==> src/rtl/pin_cmd_pkg.sv <==
package pin_cmd_pkg;
    typedef enum logic [1:0] {
        ST_IDLE,
        ST_WAIT,
        ST_HOLD,
        ST_RDLY
    } exec_state_e;

    localparam int CMD_W   = 52;
    localparam int OP_W    = 3;
    localparam int SEL_W   = 5;
    localparam int LANES   = 8;
    localparam int CNT_W   = 44;
    localparam int SELS_LO = 9;
    localparam int SELS_W  = SEL_W * LANES;
    localparam int NPINS   = 1 << SEL_W;

    localparam logic [OP_W-1:0] OP_PULSE       = 3'b000;
    localparam logic [OP_W-1:0] OP_PULSE_DLY   = 3'b001;
    localparam logic [OP_W-1:0] OP_RD_BYTE     = 3'b010;
    localparam logic [OP_W-1:0] OP_WR_BYTE     = 3'b011;
    localparam logic [OP_W-1:0] OP_RD_BIT      = 3'b100;
    localparam logic [OP_W-1:0] OP_WR_BYTE_DLY = 3'b111;
endpackage

==> src/rtl/pin_byte_scatter.sv <==
module pin_byte_scatter #(
    parameter int SEL_W = 5,
    parameter int LANES = 8,
    localparam int NPINS = 1 << SEL_W
) (
    input  logic [SEL_W*LANES-1:0] sels,
    input  logic [LANES-1:0]       val,
    output logic [NPINS-1:0]       pattern
);
    for (genvar j = 0; j < NPINS; j++) begin : g_pin
        always_comb begin
            pattern[j] = 1'b0;
            for (int i = 0; i < LANES; i++) begin
                if (val[i] && (sels[i*SEL_W +: SEL_W] == SEL_W'(j))) begin
                    pattern[j] = 1'b1;
                end
            end
        end
    end

    always_comb begin
        AST_SCATTER_COUNT: assert ($countones(pattern) <= $countones(val));
    end
endmodule

==> src/rtl/pin_byte_gather.sv <==
module pin_byte_gather #(
    parameter int SEL_W = 5,
    parameter int LANES = 8,
    localparam int NPINS = 1 << SEL_W
) (
    input  logic [SEL_W*LANES-1:0] sels,
    input  logic [NPINS-1:0]       lines,
    output logic [LANES-1:0]       bits
);
    for (genvar i = 0; i < LANES; i++) begin : g_lane
        assign bits[i] = lines[sels[i*SEL_W +: SEL_W]];
    end
endmodule

==> src/rtl/pin_cmd_exec.sv <==
module pin_cmd_exec
    import pin_cmd_pkg::*;
#(
    parameter int unsigned CLKS_PER_SEC = 100_000_000
) (
    input  logic              clk,
    input  logic              rst_n,
    input  logic              cmd_valid,
    input  logic [51:0]       cmd_word,
    input  logic [31:0]       pin_in,
    output logic [31:0]       pin_out,
    output logic              busy,
    output logic              res_valid,
    output logic [7:0]        res_data
);
    localparam logic [CNT_W-1:0] SEC_M1 = CNT_W'(CLKS_PER_SEC - 1);

    typedef struct packed {
        exec_state_e        st;
        logic [CNT_W-1:0]   cnt;
        logic [CNT_W-1:0]   hold;
        logic [NPINS-1:0]   pat;
        logic [NPINS-1:0]   pins;
        logic [SELS_W-1:0]  sels;
        logic               rd_byte;
        logic               rvalid;
        logic [LANES-1:0]   rdata;
    } exec_t;

    exec_t exec_d, exec_q;

    logic [OP_W-1:0]   op;
    logic [CNT_W-1:0]  aux;
    logic [SELS_W-1:0] cmd_sels;
    logic              aux_nz;
    logic              pulse_op;
    logic [LANES-1:0]  scat_val;
    logic [NPINS-1:0]  scat_pat;
    logic [LANES-1:0]  gath_bits;

    assign op       = cmd_word[CMD_W-1 -: OP_W];
    assign aux      = cmd_word[CNT_W-1:0];
    assign cmd_sels = cmd_word[SELS_LO +: SELS_W];
    assign aux_nz   = (aux != '0);
    assign pulse_op = (op == OP_PULSE) || (op == OP_PULSE_DLY);
    assign scat_val = pulse_op ? LANES'(1 << (LANES - 1)) : cmd_word[LANES-1:0];

    pin_byte_scatter #(.SEL_W(SEL_W), .LANES(LANES)) u_scatter (
        .sels    (cmd_sels),
        .val     (scat_val),
        .pattern (scat_pat)
    );

    pin_byte_gather #(.SEL_W(SEL_W), .LANES(LANES)) u_gather (
        .sels  (exec_q.sels),
        .lines (pin_in),
        .bits  (gath_bits)
    );

    always_comb begin
        exec_d        = exec_q;
        exec_d.rvalid = 1'b0;
        unique case (exec_q.st)
            ST_IDLE: begin
                if (cmd_valid) begin
                    case (op)
                        OP_PULSE: if (aux_nz) begin
                            exec_d.pins = scat_pat;
                            exec_d.cnt  = aux - 1'b1;
                            exec_d.st   = ST_HOLD;
                        end
                        OP_PULSE_DLY: if (aux_nz) begin
                            exec_d.pat  = scat_pat;
                            exec_d.hold = aux - 1'b1;
                            exec_d.cnt  = SEC_M1;
                            exec_d.st   = ST_WAIT;
                        end
                        OP_WR_BYTE: begin
                            exec_d.pins = scat_pat;
                            exec_d.cnt  = '0;
                            exec_d.st   = ST_HOLD;
                        end
                        OP_WR_BYTE_DLY: begin
                            exec_d.pat  = scat_pat;
                            exec_d.hold = SEC_M1;
                            exec_d.cnt  = SEC_M1;
                            exec_d.st   = ST_WAIT;
                        end
                        OP_RD_BIT: begin
                            exec_d.sels    = cmd_sels;
                            exec_d.rd_byte = 1'b0;
                            exec_d.cnt     = aux;
                            exec_d.st      = ST_RDLY;
                        end
                        OP_RD_BYTE: begin
                            exec_d.sels    = cmd_sels;
                            exec_d.rd_byte = 1'b1;
                            exec_d.cnt     = '0;
                            exec_d.st      = ST_RDLY;
                        end
                        default: ;
                    endcase
                end
            end
            ST_WAIT: begin
                if (exec_q.cnt == '0) begin
                    exec_d.pins = exec_q.pat;
                    exec_d.cnt  = exec_q.hold;
                    exec_d.st   = ST_HOLD;
                end else begin
                    exec_d.cnt = exec_q.cnt - 1'b1;
                end
            end
            ST_HOLD: begin
                if (exec_q.cnt == '0) begin
                    exec_d.pins = '0;
                    exec_d.st   = ST_IDLE;
                end else begin
                    exec_d.cnt = exec_q.cnt - 1'b1;
                end
            end
            ST_RDLY: begin
                if (exec_q.cnt == '0) begin
                    exec_d.rvalid = 1'b1;
                    exec_d.rdata  = exec_q.rd_byte ? gath_bits
                                                   : {{(LANES-1){1'b0}}, gath_bits[LANES-1]};
                    exec_d.st     = ST_IDLE;
                end else begin
                    exec_d.cnt = exec_q.cnt - 1'b1;
                end
            end
        endcase
    end

    always_ff @(posedge clk or negedge rst_n) begin
        if (!rst_n) begin
            exec_q <= '0;
        end else begin
            exec_q <= exec_d;
        end
    end

    assign pin_out   = exec_q.pins;
    assign busy      = (exec_q.st != ST_IDLE);
    assign res_valid = exec_q.rvalid;
    assign res_data  = exec_q.rdata;

    AST_IDLE_PINS_LOW: assert property (@(posedge clk) disable iff (!rst_n)
        !busy |-> (pin_out == '0));
    AST_RES_ONE_CYCLE: assert property (@(posedge clk) disable iff (!rst_n)
        res_valid |=> !res_valid);
    AST_RES_AFTER_BUSY: assert property (@(posedge clk) disable iff (!rst_n)
        res_valid |-> !busy && $past(busy));
    AST_PULSE_ACCEPT: assert property (@(posedge clk) disable iff (!rst_n)
        (!busy && cmd_valid && op == OP_PULSE && aux_nz) |=> (busy && pin_out != '0));
    AST_DROP_WHILE_HOLD: assert property (@(posedge clk) disable iff (!rst_n)
        (cmd_valid && exec_q.st == ST_HOLD && exec_q.cnt != '0) |=> $stable(pin_out));
    AST_IGNORE_UNKNOWN: assert property (@(posedge clk) disable iff (!rst_n)
        (!busy && cmd_valid && (op == 3'b101 || op == 3'b110)) |=> !busy);
endmodule

==> config.mk <==
export PLATFORM = sky130hd
export DESIGN_NAME = pin_cmd_exec
export DESIGN_NICKNAME = d
export VERILOG_FILES = /design/src/rtl/pin_cmd_pkg.sv /design/src/rtl/pin_byte_scatter.sv /design/src/rtl/pin_byte_gather.sv /design/src/rtl/pin_cmd_exec.sv
export SDC_FILE = /design/constraint.sdc
export NUM_CORES = 1
export LEC_CHECK = 0
export BUFFER_PORTS_ARGS = -buffer_cell sky130_fd_sc_hd__buf_2
export CAP_MARGIN = 20
export CORE_ASPECT_RATIO = 2
export CORE_MARGIN = 1
export CORE_UTILIZATION = 56
export DETAILED_ROUTE_END_ITERATION = 6
export GPL_TIMING_DRIVEN = 0
export PLACE_DENSITY = 0.74
export RECOVER_POWER = 50
export SLEW_MARGIN = 10
export SYNTH_ARGS = -nofsm -noshare
export SYNTH_HDL_FRONTEND = slang
export SYNTH_SLANG_ARGS = --single-unit
==> constraint.sdc <==
create_clock -name clk -period 2.65 [get_ports clk]
set_input_delay 0.1325 -clock clk [delete_from_list [all_inputs] [get_ports clk]]
set_output_delay 0.1325 -clock clk [all_outputs]
set_load 0.05 [all_outputs]
==> summary.txt, run 1 <==
Synth
  • Synth Area per Inst: 8.55 um^2
  • Count of synthesis-stage warnings from yosys: 0
  • Synth Instances: ~1900
  • Share of the synthesized area in compound gates (AO/OA/AOI/OAI): a little over a fifth
  • Post-synthesis cell type count: 80
  • Area contributors post-synth: dfrtp_1 31%, mux4_2 11%, nand2_1 5.9%
  • Post-synthesis share of cell area spent on and, or, nand and nor gates: between 20% and 30%
  • Number of enable flip-flop cells after synthesis: 0
  • Synth Register Bits: between 200 and 250
  • Arithmetic-cell share of the synthesized area counting full adders, half adders and majority gates: roughly 1.3%
  • Area of the mapped netlist: around 16000 um^2
  • Post-synth ARST share: 100%
  • Post-synthesis share of cell area spent on xor and xnor gates: 2.74%
  • Main combinational cell family by area after synthesis: simple AND/OR/NAND/NOR gates
  • Dominant cell type by area after synthesis: dfrtp_1
  • Main synth FF type: dfrtp_1
  • Mux share of post-synthesis cell area: ~15%
  • Post-synth net total: 2000
  • Portion of synthesized cell area occupied by the leading cell type: between 30% and 40%
  • Fraction of the yosys area taken by sequential cells: a little under a third

Clock network
  • # clock sinks: between 200 and 250
  • H-tree lvl count: 1
  • Number of buffers on the longest clock path: 3
  • Clock tree root driver cell: clkbuf_16
  • Clock buffers created by TritonCTS: 20

Placement
  • Final weighted congestion in routability-driven placement: 1.15
  • Post-detail-place hpwl: ~60000 um
  • Number of buffers inserted by port buffering: 120
  • Post-Place Setup Slack: -1120 ps
  • Placed Cells incl. Taps: approximately 2400

Run status
  • Stage where the run ended: 5_1_grt
  • Tool error: [ERROR GRT-0116] Global routing finished with congestion. Check the congestion regions in the DRC Viewer.
  • Result of the run: stopped before the end

Global routing
  • Overflow after GRT: 48
  • Via count of the first global-routing pass: ~20000
  • Largest net degree at the start of global routing: about 110
  • Global-route wire length before repair: 141000 um
  • Total GRT Usage: between 60% and 70%

Die
  • Number of top-level pins: 129
  • Die outline height: 243 um
  • Die X: ~120 um
  • Initial core utilization: approximately 57%
  • Cell row count: 88
-- synthesized netlist by cell type (9+ instances only) --
cell type  instances
o22ai_1           28
nor3b_1           14
or3_1             25
buf_4             40
nor2b_1           16
or2_2             10
nor4_1            27
buf_2              9
a221oi_1          25
nand4_1           29
mux2_2            47
xnor2_1           29
a21oi_1           92
nand2_1          256
a21oi_2           28
mux4_2            80
dfrtp_1          204
a211oi_1          13
xor2_1            22
mux2i_1            9
nor2_1           191
nor3_1            61
nand3_1           56
nand3b_1          11
nand2b_1          18
a22oi_1           64
clkbuf_1         127
and2_1            13
inv_1             23
and3_1            16
maj3_1            11
a22o_1            14
a31oi_1           25
o21ai_0          128
a32oi_1           12
-- through the flow --
step	TNS, ps	hold WS [ps]	instance area, um^2
2_1_floorplan	-2350	-163	16300
3_3_place_gp	-521540	448	17300
3_5_place_dp	-149360	209	17400
4_1_cts	-11700	28.1	19100
-- cells by family after synthesis --
kind of cell	after synthesis
flops	204
mux	136
xor+xnor	51
simple gates	772
compound gates	511
buf+inv	212
fa+ha+maj	19
-- routing by layer --
| layer | GRT usage (%) | overflow |
|---|---|---|
| met1 | 66.7 | 0 |
| met2 | 88.3 | 17 |
| met3 | 40.5 | 3 |
| met4 | 64.2 | 28 |
| met5 | 4.34 | 0 |
-- timing repair --
action,4_1_cts
endpoints found under the setup margin,193
buffers inserted,30
pin swaps,23
cloned,7
endpoints found under the hold margin,101
hold buffers,3
gates resized for setup,187
==> run 2, diff against run 1 <==
--- a/config.mk
+++ b/config.mk
@@ -7,12 +7,11 @@
 export LEC_CHECK = 0
 export BUFFER_PORTS_ARGS = -buffer_cell sky130_fd_sc_hd__buf_2
 export CAP_MARGIN = 20
-export CORE_ASPECT_RATIO = 2
 export CORE_MARGIN = 1
-export CORE_UTILIZATION = 56
+export CORE_UTILIZATION = 40
 export DETAILED_ROUTE_END_ITERATION = 6
 export GPL_TIMING_DRIVEN = 0
-export PLACE_DENSITY = 0.74
+export PLACE_DENSITY_LB_ADDON = 0.15
 export RECOVER_POWER = 50
 export SLEW_MARGIN = 10
 export SYNTH_ARGS = -nofsm -noshare
==> constraint.sdc (replaced) <==
create_clock -name clk -period 3.4 [get_ports clk]
set_input_delay 0.17 -clock clk [delete_from_list [all_inputs] [get_ports clk]]
set_output_delay 0.17 -clock clk [all_outputs]
set_load 0.05 [all_outputs]
==> run 2 against run 1 <==
  * The flow now finishes, with violations (capacitance limit, slew limit)
  * Synthesized cell count unchanged
  * Area after synthesis unchanged
==> summary.txt, run 2 <==
Placement
  • Final weighted congestion in routability-driven placement: 1.06
  • Number of buffers inserted by port buffering: 120
  • Post-Place Setup Slack: -581 ps
  • Post-detail-place hpwl: between 50000 and 60000 um
  • Placed Cells incl. Taps: 2557

Pwr
  • Peak supply drop: roughly 0.45 mV
  • Static Leak: 7.21 nW
  • Power density over cell area: ~800 nW/um^2

Synth
  • Fraction of the yosys area taken by sequential cells: approximately a third
  • Dominant cell type by area after synthesis: dfrtp_1
  • Synth Area per Inst: about 8.6 um^2
  • Mux share of post-synthesis cell area: between 10% and 20%
  • Share of the synthesized area in compound gates (AO/OA/AOI/OAI): around a fifth
  • Area contributors post-synth: dfrtp_1 31%, mux4_2 11%, nand2_1 5.9%
  • Post-synth ARST share: 100%
  • Portion of synthesized cell area occupied by the leading cell type: a little under a third
  • Leading cell type by number of instances after synthesis: nand2_1
  • Main synth FF type: dfrtp_1
  • Post-synth net total: 2000
  • Number of enable flip-flop cells after synthesis: 0
  • Post-synthesis share of cell area spent on and, or, nand and nor gates: a little under a quarter
  • Post-synthesis share of cell area spent on xor and xnor gates: about 2.7%
  • Arithmetic-cell share of the synthesized area counting full adders, half adders and majority gates: roughly 1.3%
  • Post-synthesis cell type count: 80
  • Synth Register Bits: 204
  • Main combinational cell family by area after synthesis: simple AND/OR/NAND/NOR gates
  • Area of the mapped netlist: around 16000 um^2
  • Count of synthesis-stage warnings from yosys: 0
  • Synth Instances: 1905
  • Most frequent cells after synthesis: 256 x nand2_1, 204 x dfrtp_1, 191 x nor2_1

Critical path
  • Critical-path top delay cell: or4_1
  • Worst Path Buf+Inv: 2
  • Peak per-stage delay on the critical path: 580 ps
  • Crit path max fanout: 10
  • Family of cells with the greatest summed delay on the critical path: simple AND/OR/NAND/NOR gates
  • Category of the most critical setup path: reg -> reg
  • Category of the worst setup path launch point: flip-flop
  • Critical path endpoint category: flip-flop
  • Worst Path Arrival: between 3000 and 4000 ps
  • Crit-path cells: or4_1 > or3_1 > buf_2 > nor3b_4 > nand3_2 > o22a_1 > clkbuf_1 > nor2_1 > a41oi_1
  • Setup slack, reg-to-reg: 140 ps
  • Worst EP required: 3790 ps

Route
  • Remaining antenna violation count: 0
  • Average via count per standard cell: 6.53
  • Count of vias placed by the detailed router: between 15000 and 20000
  • Topmost layer with routed signal wires: met5
  • Post-route met1 wirelength: roughly 31000 um
  • Wire length on met2: between 30000 and 40000 um
  • Detailed Route WL: around 73000 um
  • Router iterations before antenna repair: 6
  • Total DRC errors in the routed layout: 0
  • Final routed wire length divided by cell count: between 20 and 30 um
  • Met3 wire length: between 7000 and 8000 um
  • Detailed Route Iter0 Violations: 1973

Clock network
  • Clock tree from TritonCTS: yes
  • Clk pin slew, worst setup/hold paths: 60 ps
  • Clock tree root driver cell: clkbuf_16
  • # clock sinks: 204
  • Number of buffers on the longest clock path: 3
  • H-tree lvl count: 1
  • Latest clock arrival within the worst-skew pair: roughly 570 ps
  • Clock buffers created by TritonCTS: 26

Timing
  • Final cycle utilization of the critical path: 95.8%
  • Slew margin rel.: -51.0%
  • Final setup violating endpoints: 0
  • Max Transition Viols Final: 40
  • Clock skew after layout: between 15 and 20 ps
  • Hold violation count in the final report: 0
  • Fmax: approximately 0.31 GHz
  • Slew at the pin with the worst max-slew slack: about 2300 ps
  • Final critical delay including setup and external delays: 3260 ps
  • Worst setup margin: 144 ps

Die
  • Cell row count: 73
  • Die X: a little over 200 um
  • Die ar.: just over 40000 um^2
  • Initial core utilization: between 40% and 50%
  • Die outline height: roughly 200 um
  • Number of top-level pins: about 130
  • Core outline area: between 30000 and 40000 um^2

Global routing
  • Global-route wire length before repair: between 100000 and 150000 um
  • Initial antenna violation count: 5
  • Largest net degree at the start of global routing: 97
  • Via count of the first global-routing pass: between 15000 and 20000
  • Overflow after GRT: 0
  • Total GRT Usage: between 30% and 40%

Cells and area
  • Number of flip-flops under the largest register name: approximately 160
  • Final standard cell count with taps included and fillers excluded: around 2600
  • Largest Register: exec_q
  • Share of post-route cells with drive strength above 1: 19.3%
  • Highest-count cells in the layout ignoring fill and taps: 256 x nand2_1, 204 x dfrtp_1, 191 x nor2_1
  • Fill cells: roughly 4000
  • Number of nets at the end of the flow: about 2200
  • Final core occ: 46.8%
  • Most common cell after layout, fill and taps aside: nand2_1
  • Area added between synthesis and finish: 14.7%

Worst hold path
  • Path class of the lowest-slack min-delay path: in -> reg

Run status
  • Result of the run: complete, but fails checks
  • Violated checks: capacitance limit, slew limit

Run
  • Maximum capacitance violations: 1
==> run 2: path summary, 6_finish.rpt <==
path                                   from           to  cells after the start
worst min-delay path            cmd_word[8]  exec_q[122]                      3
worst min register to register  res_data[3]  res_data[3]                      2
worst max-delay path            exec_q[183]  exec_q[178]                      9
max in group asynchronous             rst_n  pin_out[10]                      3
worst max register to register  exec_q[183]  exec_q[178]                      9
min in group asynchronous             rst_n  exec_q[163]                      2
==> run 2: layer usage <==
metal	up-vias	global-route usage, %
met5	-	0
met1	8396	49.7
li1	7408	-
met3	198	7.91
met2	1060	52.6
met4	2	11.0
==> run 2: cell families (layout without fill, tap and decap cells) <==
group / Yosys count / in the layout
compound gates: 511 / 511
xor+xnor: 51 / 51
fa+ha+maj: 19 / 19
buf+inv: 212 / 391
flops: 204 / 204
mux: 136 / 136
other cells: 0 / 3
simple gates: 772 / 772
==> run 2: timing repair <==
action                                  in CTS  in global routing
setup buffers                                0                  2
hold buffers                                 3                  0
resized for setup                            7                 13
hold endpoints to repair                   206                  0
pin swaps                                    0                  2
endpoints found under the setup margin      72                 75
==> run 2: area by class of cell <==
| type | instances | area (um^2) | share of cell area [%] |
|---|---|---|---|
| plain buffers | 189 | 926 | 4.95 |
| well taps | 525 | 657 | 3.51 |
| repair buffers | 132 | 708 | 3.79 |
| inverters | 23 | 86.3 | 0.462 |
| multi-input cells | 1489 | 10300 | 54.9 |
| flip-flops and latches | 204 | 5100 | 27.3 |
| clock inverters | 13 | 191 | 1.02 |
| clock buffers | 34 | 751 | 4.02 |
| diodes | 3 | 7.51 | 0.0402 |
==> run 2: worst reg2reg max path: stages (launching register included) <==
cell and delay [ps]:
dfrtp_1 430, or4_1 590, or3_1 330, buf_2 170, nor3b_4 320, nand3_2 220
o22a_1 410, clkbuf_1 370, nor2_1 180, a41oi_1 70
==> run 2: metrics by stage <==
stage | cell area [um^2] | hold slack [ps] | power (W) | TNS (ps)
CTS | 18700 | 13.0 | 0.0148 | 0
finish | 18700 | 35.3 | 0.0149 | 0
floorplan | 16300 | -126 | 0.00966 | 0
detailed placement | 17700 | 74.8 | 0.0117 | -11590
global placement | 17500 | 455 | 0.0115 | -306900
global route | 18700 | 79.7 | 0.0158 | -0.832
==> run 2: report_power, final <==
part	switching, W	internal [W]	total, W
registers	0.000738	0.00345	0.00419
logic	0.00459	0.00311	0.00770
clock network	0.00117	0.00186	0.00303
total	0.00650	0.00843	0.0149
(Power assumes the default switching activity.)
